**src/rtl/wdog_feed.sv**
```systemverilog
module wdog_feed #(
  parameter int CW      = 32,
  parameter int PRE_DIV = 4,
  parameter int RST_CYC = 16,
  parameter int MIN_TC  = 255
) (
  input  logic        clk,
  input  logic        rst_n,
  input  logic        wr_en,
  input  logic        rd_en,
  input  logic [3:0]  addr,
  input  logic [31:0] wr_data,
  output logic [31:0] rd_data,
  output logic        irq_o,
  output logic        sys_rst_o
);
  localparam int PW = (PRE_DIV > 1) ? $clog2(PRE_DIV) : 1;
  localparam int RW = $clog2(RST_CYC + 1);
  localparam logic [1:0] SEL_CTL = 2'd0, SEL_TC = 2'd1, SEL_FEED = 2'd2, SEL_CNT = 2'd3;
  localparam logic [31:0] KEY_A = 32'h0000_00AA, KEY_B = 32'h0000_0055;

  logic en_q, rst_en_q, tof_q, intf_q, run_q, armed_q;
  logic [CW-1:0] tc_q, cnt_q;
  logic [PW-1:0] pre_q;
  logic [RW-1:0] rst_cnt_q;
  logic [31:0]   rd_q;

  wire       aligned   = (addr[1:0] == 2'b00);
  wire [1:0] sel       = addr[3:2];
  wire       wr_ok     = wr_en && aligned;
  wire       rd_ok     = rd_en && aligned;
  wire       ctl_wr    = wr_ok && sel == SEL_CTL;
  wire       tc_wr     = wr_ok && sel == SEL_TC;
  wire       feed_wr   = wr_ok && sel == SEL_FEED;
  wire       other_acc = (wr_ok || rd_ok) && sel != SEL_FEED;
  wire       good_feed = en_q && armed_q && feed_wr && wr_data == KEY_B;
  wire       bad_feed  = en_q && armed_q && feed_wr && wr_data != KEY_B;
  wire       tick      = run_q && pre_q == PW'(PRE_DIV - 1);
  wire       cnt_exp   = tick && cnt_q == '0;
  wire       expire    = bad_feed || cnt_exp;

  assign irq_o     = intf_q;
  assign sys_rst_o = rst_cnt_q != '0;
  assign rd_data   = rd_q;

  always_ff @(posedge clk or negedge rst_n) begin
    if (!rst_n) begin
      en_q <= 1'b0; rst_en_q <= 1'b0; tof_q <= 1'b0; intf_q <= 1'b0;
    end else begin
      if (ctl_wr) begin
        en_q     <= en_q | wr_data[0];
        rst_en_q <= wr_data[1];
      end
      if (expire) begin
        tof_q  <= 1'b1;
        intf_q <= 1'b1;
      end else if (ctl_wr && wr_data[2]) begin
        tof_q <= 1'b0;
      end
    end
  end

  always_ff @(posedge clk or negedge rst_n) begin
    if (!rst_n) tc_q <= CW'(MIN_TC);
    else if (tc_wr) tc_q <= (wr_data[CW-1:0] < CW'(MIN_TC)) ? CW'(MIN_TC) : wr_data[CW-1:0];
  end

  always_ff @(posedge clk or negedge rst_n) begin
    if (!rst_n) armed_q <= 1'b0;
    else if (!en_q || other_acc) armed_q <= 1'b0;
    else if (feed_wr) armed_q <= !armed_q && wr_data == KEY_A;
  end

  always_ff @(posedge clk or negedge rst_n) begin
    if (!rst_n) begin
      cnt_q <= '0; pre_q <= '0; run_q <= 1'b0;
    end else if (good_feed) begin
      cnt_q <= tc_q; pre_q <= '0; run_q <= 1'b1;
    end else if (expire) begin
      pre_q <= '0; run_q <= 1'b0;
    end else if (tick) begin
      cnt_q <= cnt_q - 1'b1; pre_q <= '0;
    end else if (run_q) begin
      pre_q <= pre_q + 1'b1;
    end
  end

  always_ff @(posedge clk or negedge rst_n) begin
    if (!rst_n) rst_cnt_q <= '0;
    else if (expire && rst_en_q) rst_cnt_q <= RW'(RST_CYC);
    else if (rst_cnt_q != '0) rst_cnt_q <= rst_cnt_q - 1'b1;
  end

  always_ff @(posedge clk or negedge rst_n) begin
    if (!rst_n) rd_q <= '0;
    else if (rd_ok) begin
      case (sel)
        SEL_CTL: rd_q <= {28'd0, intf_q, tof_q, rst_en_q, en_q};
        SEL_TC:  rd_q <= 32'(tc_q);
        SEL_CNT: rd_q <= 32'(cnt_q);
        default: rd_q <= '0;
      endcase
    end
  end


  en_sticky_chk: assert property (@(posedge clk) disable iff (!rst_n) en_q |=> en_q);

  intf_sticky_chk: assert property (@(posedge clk) disable iff (!rst_n) intf_q |=> intf_q);

  tc_floor_chk: assert property (@(posedge clk) disable iff (!rst_n) tc_q >= CW'(MIN_TC));

  cnt_down_chk: assert property (@(posedge clk) disable iff (!rst_n) !good_feed |=> cnt_q <= $past(cnt_q));

  rst_gate_chk: assert property (@(posedge clk) disable iff (!rst_n) $rose(sys_rst_o) |-> $past(rst_en_q) && $past(expire));

  idle_chk: assert property (@(posedge clk) disable iff (!rst_n) !en_q |-> !run_q && !intf_q);
endmodule

```
**config.mk**
```make
export PLATFORM = sky130hd
export DESIGN_NAME = wdog_feed
export DESIGN_NICKNAME = d
export VERILOG_FILES = /design/src/rtl/wdog_feed.sv
export SDC_FILE = /design/constraint.sdc
export NUM_CORES = 1
export LEC_CHECK = 0
export BUFFER_PORTS_ARGS = -buffer_cell sky130_fd_sc_hd__clkbuf_2
export CORE_ASPECT_RATIO = 0.5
export CORE_MARGIN = 10
export CORE_UTILIZATION = 58
export DETAILED_ROUTE_END_ITERATION = 8
export PLACE_DENSITY = 0.78
export SYNTH_ARGS = -nofsm -noshare
export SYNTH_HDL_FRONTEND = slang
export SYNTH_SLANG_ARGS = --single-unit
export TNS_END_PERCENT = 20
```
**constraint.sdc**
```tcl
create_clock -name clk -period 2.5 [get_ports clk]
set_input_delay 0.125 -clock clk [delete_from_list [all_inputs] [get_ports clk]]
set_output_delay 0.125 -clock clk [all_outputs]
set_load 0.03 [all_outputs]
```
After elaboration in Yosys (flattened, before gate mapping)

Index checks and enable logic that the tools add are counted.

Flip-flop bits (word level): 109
Input port bits: 40
Output and inout port bits: 34
Logic and storage cells: 73

Add/sub/neg operators: 3
Magnitude comparators: 1
Eq/ne operators: 9
Muxes and demuxes: 17
Bitwise gates (word level): 1
Reductions and logical operators: 31

Operators with widths:

| kind                                                                   | count |
|---|---|
| 32-bit two-way mux                                                     | 4 |
| 32-bit one-hot mux with 3 select lines                                 | 1 |
| 32-bit by 7-bit == test with 1-bit output (second input constant)      | 1 |
| 32-bit by 8-bit == test with 1-bit output (second input constant)      | 1 |
| 32-bit zero test                                                       | 1 |
| 32-bit by 8-bit < comparator with 1-bit output (second input constant) | 1 |
| 32-bit by 7-bit != test with 1-bit output (second input constant)      | 1 |
| 32-bit by 1-bit subtractor with 32-bit output (second input constant)  | 1 |
| 1-bit logical AND                                                      | 15 |
| 5-bit two-way mux                                                      | 2 |
| 2-bit nonzero test                                                     | 5 |
| 2-bit two-way mux                                                      | 4 |
| 2-bit == test (second input constant)                                  | 3 |
| 1-bit two-way mux                                                      | 6 |
| 5-bit nonzero test                                                     | 1 |
| 5-bit by 1-bit subtractor with 5-bit output (second input constant)    | 1 |
| 2-bit zero test                                                        | 2 |
| 2-bit != test (second input constant)                                  | 2 |
| 4-bit nonzero test                                                     | 1 |
| 1-bit logical OR                                                       | 3 |
| 2-bit by 1-bit adder with 2-bit output (second input constant)         | 1 |
| 2-bit by 1-bit == test with 1-bit output (second input constant)       | 1 |
| 1-bit zero test                                                        | 2 |
| 2-bit AND reduction                                                    | 1 |
| 1-bit OR                                                               | 1 |

Longest topological paths before layout

Depth in word-level cells: 8
Depth in mapped cells: 10

Worst setup path after synthesis

Ideal clock, no wire load.

Path type: register -> register
Start point: reg cnt_q[0]
End point: reg cnt_q[26]
Library setup time: 0.120 ns
Arrival time: 1.998 ns
Required time: 2.380 ns
Setup slack: 0.383 ns
Cell stages (with the launch flop): 10
Path buffers: 2
Period minus slack after synthesis: 2.117 ns
Cell sequence: dfrtp_1 -> inv_1 -> ha_1 -> nor2b_1 -> and4b_1 -> buf_4 -> a31o_1 -> buf_6 -> or4_1 -> a31o_1

Word-level cells in the longest chain between the ends: 5
Elaborated cells on any way between the ends: 9
Those cells by class: add/sub: 1; eq/ne: 1; mux: 3; reduce/logical: 4

RTL lines:

| what                                                                                  | RTL line | RTL |
|---|---|---|
| start: declaration                                                                    | 23       | `logic [CW-1:0] tc_q, cnt_q;` |
| start signal: assignment                                                              | 76       | `cnt_q <= '0; pre_q <= '0; run_q <= 1'b0;` |
| start signal: assignment                                                              | 78       | `cnt_q <= tc_q; pre_q <= '0; run_q <= 1'b1;` |
| start signal: assignment                                                              | 82       | `cnt_q <= cnt_q - 1'b1; pre_q <= '0;` |
| branches (longest 5 deep; another with 32-bit by 1-bit subtractor with 32-bit output) | --       |  |

Several ways; the timed one is not identified. The select of a mux whose other input is x is not followed.
A chain may end at the register's enable or synchronous reset.

Worst setup path in the final report

Start point: reg cnt_q[8]
End point: reg rst_cnt_q[1]

Word-level cells in the longest chain between the ends: 5
Elaborated cells on any way between the ends: 6
Those cells by class: mux: 1; reduce/logical: 5

RTL lines:

| what                                                    | RTL line | RTL |
|---|---|---|
| 32-bit zero test (*)                                    | 39       | `wire cnt_exp = tick && cnt_q == '0;` |
| 1-bit logical AND (*)                                   | 39       |  |
| 1-bit logical OR (*)                                    | 40       | `wire expire = bad_feed \|\| cnt_exp;` |
| 1-bit logical AND (*)                                   | 90       | `else if (expire && rst_en_q) rst_cnt_q <= RW'(RST_CYC);` |
| 5-bit two-way mux or 2-bit nonzero test (tied branches) | --       |  |
| end signal: assignment                                  | 90       |  |
| end signal: assignment                                  | 91       | `else if (rst_cnt_q != '0) rst_cnt_q <= rst_cnt_q - 1'b1;` |
| end: declaration                                        | 25       | `logic [RW-1:0] rst_cnt_q;` |

Every way passes the cells marked *; elsewhere a longest branch is shown, timed or not.

==> key figures <==
Outcome
  – Status: completed

Setup path
  – Crit. End Element: register
  – Slowest cell on crit path: dfrtp_1
  – Startpoint Class: register
  – Critical Path RT: around 2.7 ns
  – Setup CP Type: reg -> reg
  – CP bufs+invs: 1
  – CP delay by family, top: simple AND/OR/NAND/NOR gates
  – Critical path arrival: roughly 2.5 ns
  – Max incr delay on CP: 0.46 ns
  – Crit-path cells: nor4_2, and4b_2, nand3_2, buf_12, o21ai_1, and2_1, a211oi_1
  – Crit Path Max Fanout: 12

Global routing
  – GRT Util Overall: 0.209
  – Pin count of the biggest net entering global routing: 57
  – First-pass GRT wire length: 24000 µm
  – Vias in the first global route: 4707
  – Total gr overflow: 0
  – Initial antenna violation count: 0

STA
  – Slew Limit Fails: 0
  – RSZ-0062 raised after global routing: no
  – Crit share post-route: 0.916
  – Slew @ Worst Pin: about 0.64 ns
  – Fin. Hold Viols: 0
  – Setup TNS: 0 ns
  – Final setup viols: 0
  – Fmax: 436 MHz
  – Clock Skew: 0.00857 ns
  – Hold slack: 0.0130 ns
  – Min Tclk post-route: 2.29 ns
  – Worst rel slew slack: 0.565

Power
  – Lkg Pwr: 3.10 nW
  – Power per cell area: 668 mW/mm²
  – Power Total: 4.42 mW
  – Worst VDD drop: 0.425 mV

CTS
  – CTS Buf Count: 9
  – CTS H-tree depth: 3
  – Clk Latency, worst-skew pair: 0.36 ns
  – TritonCTS Sinks: about 110
  – Clock root buffer: clkbuf_16
  – Clk slew on worst S/H paths: 0.07 ns
  – CTS Buffer Depth: 2
  – CTS tree: yes
  – Post-CTS Setup Repair Bufs: 0

Logic synthesis
  – Xor/xnor share of the synthesized area: 0.0266
  – Asr flop ratio synth: 1.00
  – Post-synthesis net count: 597
  – Cells after Synth: ~550
  – Simple-gate share of the synthesized area: 0.198
  – Largest area contributor in the netlist: dfrtp_1
  – Ys flop type: dfrtp_1
  – Syn_area_per_cell: 10.1 µm²
  – Top cells by area, synth: dfrtp_1 45%, mux2_2 5.8%, mux2i_1 5.0%
  – Main combinational cell family by area after synthesis: simple AND/OR/NAND/NOR gates
  – Synth cell types: 62
  – Synthesis Warnings: 0
  – Fraction of the mapped netlist area in adder cells: 0.00893
  – Post-synth EDFFs: 0
  – Mux cell area share after synthesis: 0.108
  – Register area share after synthesis: 0.488
  – Number of synthesized register bits: 109
  – Syn Std Cell Area: 0.00561 mm²
  – Yosys top cell area share: 0.451
  – Post-synthesis compound-gate area fraction: 0.140

Finish
  – Commonest non-fill, non-tap cells in the layout: 101 x dfrtp_1, 72 x clkbuf_2, 64 x nor2_1
  – Syn-to-layout area delta: 18.2%
  – # diodes: 0
  – Final core occ: 0.704
  – Layout fillers: 732
  – Nets: 687
  – Fraction of layout cells with a size suffix above 1: 0.272
  – Most common cell after layout, fill and taps aside: dfrtp_1

Routing
  – Met1 wire length: 6960 µm
  – DR iter-0 viols: ~490
  – DR top layer: met4
  – DRC: 0
  – Met2 WL: about 6800 µm
  – Vias per cell: 6.10
  – Drt total wl: 14800 µm
  – DRT antenna net count: 0
  – Via Count: about 4.8k
  – WL met3: roughly 850 µm
  – First-pass detailed-route iteration total: 4
  – Drt wl/cell: 18.9 µm

Worst hold path
  – Hold crit path type: in -> reg

Floorplanning
  – # IOs: 74
  – Die ar.: 0.0142 mm²
  – Die X: 159 µm
  – # rows: 25
  – Initial core utilization: 0.595
  – Core ar.: 0.00942 mm²
  – Die height: ~90 µm

Place
  – Port Buffers: 73
  – Detailed placement HPWL: 10500 µm
  – Placer Congestion: 0.935

Run
  – Max Cap Viol: 0
-- kinds of logic (layout without fill, tap and decap cells) --
| kind of cell | Yosys count | after routing |
|---|---|---|
| AND/OR/NAND/NOR | 217 | 217 |
| adder cells (fa/ha/maj) | 4 | 4 |
| flip-flops | 109 | 109 |
| buffers and inverters | 38 | 133 |
| multiplexers | 57 | 57 |
| XOR/XNOR | 17 | 17 |
| AO/OA/AOI/OAI | 111 | 111 |
-- cell usage after synthesis, types with 4 or more instances --
cell type	instances
dfrtp_1	101
nor2_1	65
nand2_1	59
mux2_2	29
a22o_1	28
mux2i_1	28
o21ai_1	20
nand3_1	18
o21ai_0	18
clkbuf_1	16
nor3_1	16
nand4_1	15
xor2_1	15
a21oi_1	11
nor4_1	11
buf_2	8
dfstp_2	8
a22oi_1	6
inv_1	6
buf_1	5
ha_1	4
o211ai_1	4
-- state kept, by name, indices dropped and copies added (netlist names), 2 cells and up --
name	flops
rd_data	32
pre_q	2
tc_q	32
cnt_q	32
rst_cnt_q	5
-- per-stage QoR --
stage | worst slack (ns) | instance area, µm² | instances
floorplan | 0.383 | 5610 | 553
global placement | 0.0911 | 6310 | 766
detailed placement | 0.0859 | 6310 | 766
CTS | 0.201 | 6620 | 783
global route | 0.0524 | 6620 | 783
finish | 0.209 | 6620 | 783
-- worst paths after layout --
| path | from | to | slack (ns) | cells past startpoint |
|---|---|---|---|---|
| worst max register to register | cnt_q[8]$_DFFE_PN0P_ | rst_cnt_q[1]$_DFFE_PN0P_ | 0.21 | 7 |
| worst min-delay path | wr_data[16] | tc_q[16]$_DFFE_PN0P_ | 0.01 | 2 |
| min in group asynchronous | rst_n | rd_data[21]$_DFFE_PN0P_ | 0.24 | 2 |
| worst min register to register | rd_data[3]$_DFFE_PN0P_ | rd_data[3]$_DFFE_PN0P_ | 0.48 | 2 |
| max in group asynchronous | rst_n | tc_q[5]$_DFFE_PN1P_ | 1.57 | 3 |
| worst max-delay path | cnt_q[8]$_DFFE_PN0P_ | rst_cnt_q[1]$_DFFE_PN0P_ | 0.21 | 7 |
-- where the power goes --
group	leakage, nW	total [mW]	internal [mW]	switching [mW]
clock	0.150	1.44	0.781	0.661
combinational	1.57	0.774	0.331	0.443
sequential	1.37	2.21	2.02	0.186
-- metal layers --
layer  vias up  track usage
li1       2212            -
met4         0       0.0551
met5         -            0
met1      2372        0.276
met3        13       0.0418
met2       181        0.348
-- cell type report --
class / count / area (µm²) / share of cell area
sequential: 109 / 2740 / 0.413
multi-input combinational: 406 / 2720 / 0.410
timing repair buffer: 111 / 681 / 0.103
clock buffer: 9 / 225 / 0.0340
tap: 135 / 169 / 0.0255
clock inverter: 7 / 71.3 / 0.0108
inverter: 6 / 22.5 / 0.00340
-- timing repair --
item	4_1_cts	5_1_grt
hold buffers	1	0
gates resized for setup	0	2
endpoints found under the hold margin	31	0
endpoints found under the setup margin	0	3
No activity file was read; power rests on OpenSTA's default activity.
